File: src/rtl/wtpg_pkg.sv
// Package: shared types and constants of the weighted pattern source.
// Assumes: weight codes are 2 bits per input bit.
package wtpg_pkg;

    // Weight code of one input bit; RSVD behaves as FREE.
    typedef enum logic [1:0] {
        W_FREE = 2'b00,
        W_ZERO = 2'b01,
        W_ONE  = 2'b10,
        W_RSVD = 2'b11
    } wcode_e;

    // Controller state.
    typedef enum logic [1:0] {
        ST_IDLE = 2'b00,
        ST_RUN  = 2'b01,
        ST_DONE = 2'b10
    } gen_state_e;

    localparam int LFSR_W = 16;

endpackage

File: src/rtl/wtpg_weight_map.sv
// Module: wtpg_weight_map
// Turns the per-bit weight codes into force-high and force-low lines.
// Assumes: code of bit i sits at codes_i[2i+1:2i]; reserved code leaves the bit free.
module wtpg_weight_map
    import wtpg_pkg::*;
#(
    parameter int N_BITS = 16
) (
    input  logic [2*N_BITS-1:0] codes_i,
    output logic [N_BITS-1:0]   force_hi_o,
    output logic [N_BITS-1:0]   force_lo_o
);

    for (genvar i = 0; i < N_BITS; i++) begin : g_bit
        wcode_e code;
        assign code = wcode_e'(codes_i[2*i+1 -: 2]);

        // Decode one bit's weight code into its force lines.
        always_comb begin
            force_hi_o[i] = 1'b0;
            force_lo_o[i] = 1'b0;
            case (code)
                W_ONE:   force_hi_o[i] = 1'b1;
                W_ZERO:  force_lo_o[i] = 1'b1;
                default: ;
            endcase
        end
    end

endmodule

File: src/rtl/wtpg_lfsr.sv
// Module: wtpg_lfsr
// 16-bit maximal-length Fibonacci LFSR, taps 16,14,13,11, shifting left.
// Assumes: SEED is nonzero; restart has priority over step.
module wtpg_lfsr
    import wtpg_pkg::*;
#(
    parameter logic [LFSR_W-1:0] SEED = 16'hACE1
) (
    input  logic              clk,
    input  logic              rst_n,
    input  logic              restart_i,
    input  logic              step_i,
    output logic [LFSR_W-1:0] state_o
);

    logic [LFSR_W-1:0] lfsr_q;
    logic              fb;

    // Feedback bit from the polynomial taps.
    assign fb = lfsr_q[15] ^ lfsr_q[13] ^ lfsr_q[12] ^ lfsr_q[10];

    // Reseed on reset or restart, otherwise shift when stepped.
    always_ff @(posedge clk) begin
        if (!rst_n || restart_i) begin
            lfsr_q <= SEED;
        end else if (step_i) begin
            lfsr_q <= {lfsr_q[LFSR_W-2:0], fb};
        end
    end

    assign state_o = lfsr_q;

    AST_LFSR_NONZERO: assert property (@(posedge clk) disable iff (!rst_n)
        lfsr_q != '0) else $error("lfsr reached zero");

endmodule

File: src/rtl/wtpg_accum.sv
// Module: wtpg_accum
// Ripple accumulator of full-adder cells with sum register A and addend register B.
// Each bit's force lines act at once on both flops with opposite polarity:
// force_hi gives A=1/B=0 and force_lo gives A=0/B=1, so the carry passes through.
// Assumes: force_hi and force_lo are never both high on one bit.
module wtpg_accum #(
    parameter int N_BITS = 16
) (
    input  logic              clk,
    input  logic              rst_n,
    input  logic              clear_i,
    input  logic              advance_i,
    input  logic [N_BITS-1:0] force_hi_i,
    input  logic [N_BITS-1:0] force_lo_i,
    input  logic [N_BITS-1:0] b_load_i,
    output logic [N_BITS-1:0] a_o
);

    logic [N_BITS-1:0] a_q, b_q;
    logic [N_BITS-1:0] a_eff, b_eff, sum;
    logic [N_BITS:0]   carry;

    assign carry[0] = 1'b0;

    for (genvar i = 0; i < N_BITS; i++) begin : g_cell
        // Forced flop outputs; the B set line is the A reset line and vice versa.
        assign a_eff[i] = force_hi_i[i] | (~force_lo_i[i] & a_q[i]);
        assign b_eff[i] = force_lo_i[i] | (~force_hi_i[i] & b_q[i]);

        // Unmodified full-adder cell.
        assign sum[i]     = a_eff[i] ^ b_eff[i] ^ carry[i];
        assign carry[i+1] = (a_eff[i] & b_eff[i]) | (carry[i] & (a_eff[i] ^ b_eff[i]));

        AST_CARRY_PASS: assert property (@(posedge clk) disable iff (!rst_n)
            (force_hi_i[i] || force_lo_i[i]) |-> (carry[i+1] == carry[i]))
            else $error("forced bit altered carry");
    end

    // Accumulate and reload the addend; clear on reset or start.
    always_ff @(posedge clk) begin
        if (!rst_n || clear_i) begin
            a_q <= '0;
            b_q <= '0;
        end else if (advance_i) begin
            a_q <= sum;
            b_q <= b_load_i;
        end
    end

    assign a_o = a_eff;

    AST_FORCE_EXCL: assert property (@(posedge clk) disable iff (!rst_n)
        (force_hi_i & force_lo_i) == '0) else $error("both force lines high");

endmodule

File: src/rtl/wtpg_session_ctrl.sv
// Module: wtpg_session_ctrl
// Steps through K sessions of N patterns each and flags completion.
// Assumes: K >= 1 and N >= 1; start has priority in every state.
module wtpg_session_ctrl
    import wtpg_pkg::*;
#(
    parameter int K      = 4,
    parameter int N_PATS = 8,
    parameter int SESS_W = (K > 1) ? $clog2(K) : 1,
    parameter int PAT_W  = (N_PATS > 1) ? $clog2(N_PATS) : 1
) (
    input  logic              clk,
    input  logic              rst_n,
    input  logic              start_i,
    output logic [SESS_W-1:0] sess_o,
    output logic              valid_o,
    output logic              advance_o,
    output logic              done_o
);

    localparam logic [SESS_W-1:0] SESS_LAST = SESS_W'(K - 1);
    localparam logic [PAT_W-1:0]  PAT_LAST  = PAT_W'(N_PATS - 1);

    gen_state_e        state_q;
    logic [SESS_W-1:0] sess_q;
    logic [PAT_W-1:0]  pat_q;
    logic              last_pat, last_all;

    assign last_pat = (pat_q == PAT_LAST);
    assign last_all = last_pat && (sess_q == SESS_LAST);

    // State and counter update: start clears, sessions advance after N patterns.
    always_ff @(posedge clk) begin
        if (!rst_n) begin
            state_q <= ST_IDLE;
            sess_q  <= '0;
            pat_q   <= '0;
        end else if (start_i) begin
            state_q <= ST_RUN;
            sess_q  <= '0;
            pat_q   <= '0;
        end else if (state_q == ST_RUN) begin
            if (last_all) begin
                state_q <= ST_DONE;
            end else if (last_pat) begin
                pat_q  <= '0;
                sess_q <= sess_q + 1'b1;
            end else begin
                pat_q <= pat_q + 1'b1;
            end
        end
    end

    assign sess_o    = sess_q;
    assign valid_o   = (state_q == ST_RUN);
    assign done_o    = (state_q == ST_DONE);
    // The last pattern does not advance, so the output holds once done.
    assign advance_o = valid_o && !last_all && !start_i;

    AST_VALID_NOT_DONE: assert property (@(posedge clk) disable iff (!rst_n)
        !(valid_o && done_o)) else $error("valid during done");
    AST_SESS_RANGE: assert property (@(posedge clk) disable iff (!rst_n)
        sess_q <= SESS_LAST) else $error("session out of range");
    AST_PAT_RANGE: assert property (@(posedge clk) disable iff (!rst_n)
        pat_q <= PAT_LAST) else $error("pattern count out of range");
    AST_DONE_AFTER_LAST: assert property (@(posedge clk) disable iff (!rst_n)
        (valid_o && last_all && !start_i) |=> done_o) else $error("done missing");
    AST_START_RUNS: assert property (@(posedge clk) disable iff (!rst_n)
        start_i |=> (valid_o && sess_q == '0)) else $error("start ignored");

endmodule

File: src/rtl/wtpg_top.sv
// Module: wtpg_top
// Accumulator-based three-weight test pattern source.
// Assumes: tbl_data_i is a combinational read of the entry addressed by tbl_addr_o,
// stable while its address is stable.
module wtpg_top
    import wtpg_pkg::*;
#(
    parameter int                N_BITS = 16,
    parameter int                K      = 4,
    parameter int                N_PATS = 8,
    parameter logic [LFSR_W-1:0] SEED   = 16'hACE1,
    parameter int                SESS_W = (K > 1) ? $clog2(K) : 1
) (
    input  logic                clk,
    input  logic                rst_n,
    input  logic                start_i,
    output logic [SESS_W-1:0]   tbl_addr_o,
    input  logic [2*N_BITS-1:0] tbl_data_i,
    output logic [N_BITS-1:0]   pattern_o,
    output logic                pattern_valid_o,
    output logic                done_o
);

    logic [N_BITS-1:0] force_hi, force_lo, b_load;
    logic [LFSR_W-1:0] lfsr_state;
    logic              advance;

    wtpg_session_ctrl #(.K(K), .N_PATS(N_PATS), .SESS_W(SESS_W)) ctrl_i (
        .clk       (clk),
        .rst_n     (rst_n),
        .start_i   (start_i),
        .sess_o    (tbl_addr_o),
        .valid_o   (pattern_valid_o),
        .advance_o (advance),
        .done_o    (done_o)
    );

    wtpg_weight_map #(.N_BITS(N_BITS)) map_i (
        .codes_i    (tbl_data_i),
        .force_hi_o (force_hi),
        .force_lo_o (force_lo)
    );

    wtpg_lfsr #(.SEED(SEED)) lfsr_i (
        .clk       (clk),
        .rst_n     (rst_n),
        .restart_i (start_i),
        .step_i    (advance),
        .state_o   (lfsr_state)
    );

    // Each addend bit takes LFSR tap (i mod 16).
    for (genvar i = 0; i < N_BITS; i++) begin : g_tap
        assign b_load[i] = lfsr_state[i % LFSR_W];
    end

    wtpg_accum #(.N_BITS(N_BITS)) acc_i (
        .clk        (clk),
        .rst_n      (rst_n),
        .clear_i    (start_i),
        .advance_i  (advance),
        .force_hi_i (force_hi),
        .force_lo_i (force_lo),
        .b_load_i   (b_load),
        .a_o        (pattern_o)
    );

    AST_DONE_HOLD: assert property (@(posedge clk) disable iff (!rst_n)
        (done_o && !start_i) |=> (done_o && $stable(pattern_o)))
        else $error("output moved while done");
    AST_IDLE_QUIET: assert property (@(posedge clk) disable iff (!rst_n)
        (!pattern_valid_o && !done_o && !start_i) |=> !pattern_valid_o)
        else $error("valid without start");
    AST_FORCED_BITS: assert property (@(posedge clk) disable iff (!rst_n)
        pattern_valid_o |-> (((pattern_o & force_hi) == force_hi) && ((pattern_o & force_lo) == '0)))
        else $error("forced bit wrong");

endmodule

File: config.mk
export PLATFORM = sky130hd
export DESIGN_NAME = wtpg_top
export DESIGN_NICKNAME = d
export VERILOG_FILES = /design/src/rtl/wtpg_pkg.sv /design/src/rtl/wtpg_weight_map.sv /design/src/rtl/wtpg_lfsr.sv /design/src/rtl/wtpg_accum.sv /design/src/rtl/wtpg_session_ctrl.sv /design/src/rtl/wtpg_top.sv
export SDC_FILE = /design/constraint.sdc
export NUM_CORES = 1
export LEC_CHECK = 0
export BUFFER_PORTS_ARGS = -buffer_cell sky130_fd_sc_hd__buf_4
export CORE_AREA = 2 2 95 97
export CTS_BUF_LIST = sky130_fd_sc_hd__clkbuf_4 sky130_fd_sc_hd__clkbuf_8
export DETAILED_ROUTE_END_ITERATION = 7
export DIE_AREA = 0 0 97 99
export GPL_TIMING_DRIVEN = 0
export PLACE_DENSITY = 0.57
export SLEW_MARGIN = 15
export SYNTH_ARGS = -nofsm -noshare
export SYNTH_HDL_FRONTEND = slang
export SYNTH_HIERARCHICAL = 1
export SYNTH_SLANG_ARGS = --single-unit
File: constraint.sdc
create_clock -name clk -period 14.9 [get_ports clk]
set_input_delay 0 -clock clk [delete_from_list [all_inputs] [get_ports clk]]
set_output_delay 0 -clock clk [all_outputs]
set_load 0.01 [all_outputs]
==> run metrics <==
placed wire-length estimate=4.398 mm; data arrival time of the worst path=5710 ps; Antenna Violating Nets Remaining=0; commonest cells after routing, fill and taps aside=56 x buf_4, 55 x dfxtp_1, 45 x nor2_1, 42 x inv_1, 39 x mux2i_1; Synth Flop Type=dfxtp_1; CTS max path bufs=2; Initial Utilization=35.24%; Die H=99 um; All-Layer GR Usage=12.92%; Synth Register Bits=55; first-pass GRT wire length=10.28 mm; post-route clock period utilization=37.11%; mux share of post-synthesis cell area=12.96%; Synth Area in XOR/XNOR=1.744%; routed via count=2251; CTS Sinks=55; die area=0.009603 mm2; DR vias/cell=4.557; Post-Synth Simple-Gate Area=19.81%; Synth area leader=dfxtp_1; Pins Over Slew Limit=0; RR Startpoint=acc_i/b_q[0]; std cell rows=34; DRC viols=0; P&R area growth vs syn=21.39%; vias in the first global route=2188; die width=97 um; status=completed; Adder-Cell Fraction of Synth Area=10.96%; P per Cell Area=79.44 mW/mm2; crit path launch=acc_i/b_q[0]; area of the core=0.008551 mm2; RSZ-0062 raised after global routing=no; Placed Instances=485; Yosys top cell area share=36.54%; Leak=1.596 nW; largest family of logic cells by synthesized area=simple AND/OR/NAND/NOR gates; total wire length=5.781 mm; fin area=0.003657 mm2; fmax=0.1809 GHz; class of the worst hold path=input pin to flop; ys async rst share=0%; initial DRC count=58; Worst Setup Path Type=flop to flop; cells after synthesis=323; Hold Startpoint=start_i; drt pass-1 iters=4; final hold violations=0; CTS Buf Count=5; Critical Path Fanout Max=2; most common cell after layout, fill and taps aside=buf_4; WP data required=15080 ps; CTS tree=built; post_cts resized=0; # IOs=55; largest net degree at the start of global routing=18; Peak VDD IR=0.03885 mV; Distinct cells, synth=32; Tmin final=5529 ps; # setup viols final=0; syn nets=376; Post-synth EDFFs=0; share of layout cells above drive strength 1=28.24%; Syn Area/Cell=9.328 um2; synthesized area=0.003013 mm2; Tot Pwr=290.5 uW; H-tree levels=2; post-synthesis sequential area ratio=36.54%; antenna diode count=0; Worst Setup End Kind=flop; compound-gate portion of the synthesized area=10.26%; Slew HR=61.77%; Wirelength per Cell=11.70 um; CP Launch Type=flop; clock-pin slew on the worst setup and hold paths=100 ps; Nets=438; Fin Clk Skew=13.17 ps; r2r setup slk=9370 ps; ranking of synthesized cells by area=dfxtp_1 37%, mux2i_1 13%, and2b_2 9.6%; Max Cap Viol=0; Clock Latency Late Sink=310 ps; clock root buffer=clkbuf_8; DP Area=0.003553 mm2; setup_tns=0 ps; GPL Wtd Cong=0.7578; Remaining Overflow, GRT=0; initial antenna violation count=0; Final Non-Filler Cells=494; Synthesis Warnings=6; I/O Buffers=54; worst slew pin tran=573.5 ps
## synthesized netlist by cell type (3+ instances only)
cell type,count
nand2_1,10
fa_1,14
o21ai_0,11
buf_2,3
a211oi_1,7
a21o_1,9
xnor2_1,6
nand2b_1,3
ha_1,4
inv_1,42
mux2i_1,39
nor2_1,45
a21oi_1,16
dfxtp_1,55
and2b_2,33
buf_1,3
## state kept, by name, indices dropped and copies added (netlist names)
register	flops
ctrl_i/state_q	2
ctrl_i/pat_q	3
acc_i/a_q	16
lfsr_i/state_o	16
acc_i/b_q	16
ctrl_i/sess_o	2
## per-layer routing
| layer | vias up | global-route usage [%] | routed length (um) |
|---|---|---|---|
| li1 | 1164 | - | - |
| met1 | 1044 | 17.17 | 2782 |
| met2 | 39 | 21.79 | 2741 |
| met3 | 4 | 2.411 | 214 |
| met4 | 0 | 3.250 | 42 |
| met5 | - | 0 | 0 |
## through the flow
step / hold WS [ps] / util, % / worst slack (ps)
finish: 29.30 / 42.77 / 9371
global route: 51.46 / 42.77 / 8960
CTS: 14.65 / 42.77 / 9275
detailed placement: 302.0 / 41.56 / 9311
global placement: 295.6 / 41.56 / 9381
floorplan: 138.4 / - / 9810
## cells by family (layout without fill, tap and decap cells)
| logic type | after synthesis | in the layout |
|---|---|---|
| AO/OA/AOI/OAI | 49 | 49 |
| AND/OR/NAND/NOR | 102 | 102 |
| buffers and inverters | 54 | 117 |
| flip-flops | 55 | 55 |
| adder cells (fa/ha/maj) | 18 | 18 |
| multiplexers | 39 | 39 |
| XOR/XNOR | 6 | 6 |
## cell type report
type                            instances  area (um2)
Fill cell                             876        4893
Buffer                                 12       75.07
Tap cell                              108       135.1
Sequential cell                        55        1101
Multi-Input combinational cell        214        1679
Clock inverter                          2       17.52
Inverter                               42       157.7
Timing Repair Buffer                   55       415.4
Clock buffer                            6       76.32
## worst max-delay path: stages (launching register included)
cell and delay (ps):
dfxtp_1 350, inv_1 40, o21ai_0 170, ha_1 170, inv_1 50, fa_1 380
fa_1 400, fa_1 450, fa_1 420, fa_1 390, fa_1 390, fa_1 390
inv_1 80, fa_1 180, fa_1 180, fa_1 180, fa_1 180, fa_1 190
fa_1 200, fa_1 410, mux2i_1 140, nor2_1 50
## what timing repair did
item                      CTS  global route
hold buffers                1             0
hold endpoints to repair    1             0
setup buffers               0             0
## power breakdown
| group | leakage (nW) | switching [mW] | total, mW | internal, mW |
|---|---|---|---|---|
| logic | 1.10 | 0.0257 | 0.0534 | 0.0277 |
| clock network | 0.0488 | 0.0495 | 0.0852 | 0.0357 |
| registers | 0.446 | 0.00209 | 0.152 | 0.150 |
## path summary, 6_finish.rpt
path                            end  depth (start not counted)
setup / recovery      acc_i/a_q[14]                         21
hold / removal    ctrl_i/state_q[0]                          3
setup reg to reg      acc_i/a_q[14]                         21
hold reg to reg        acc_i/a_q[4]                          2
Power figures use the tool's default switching activity.
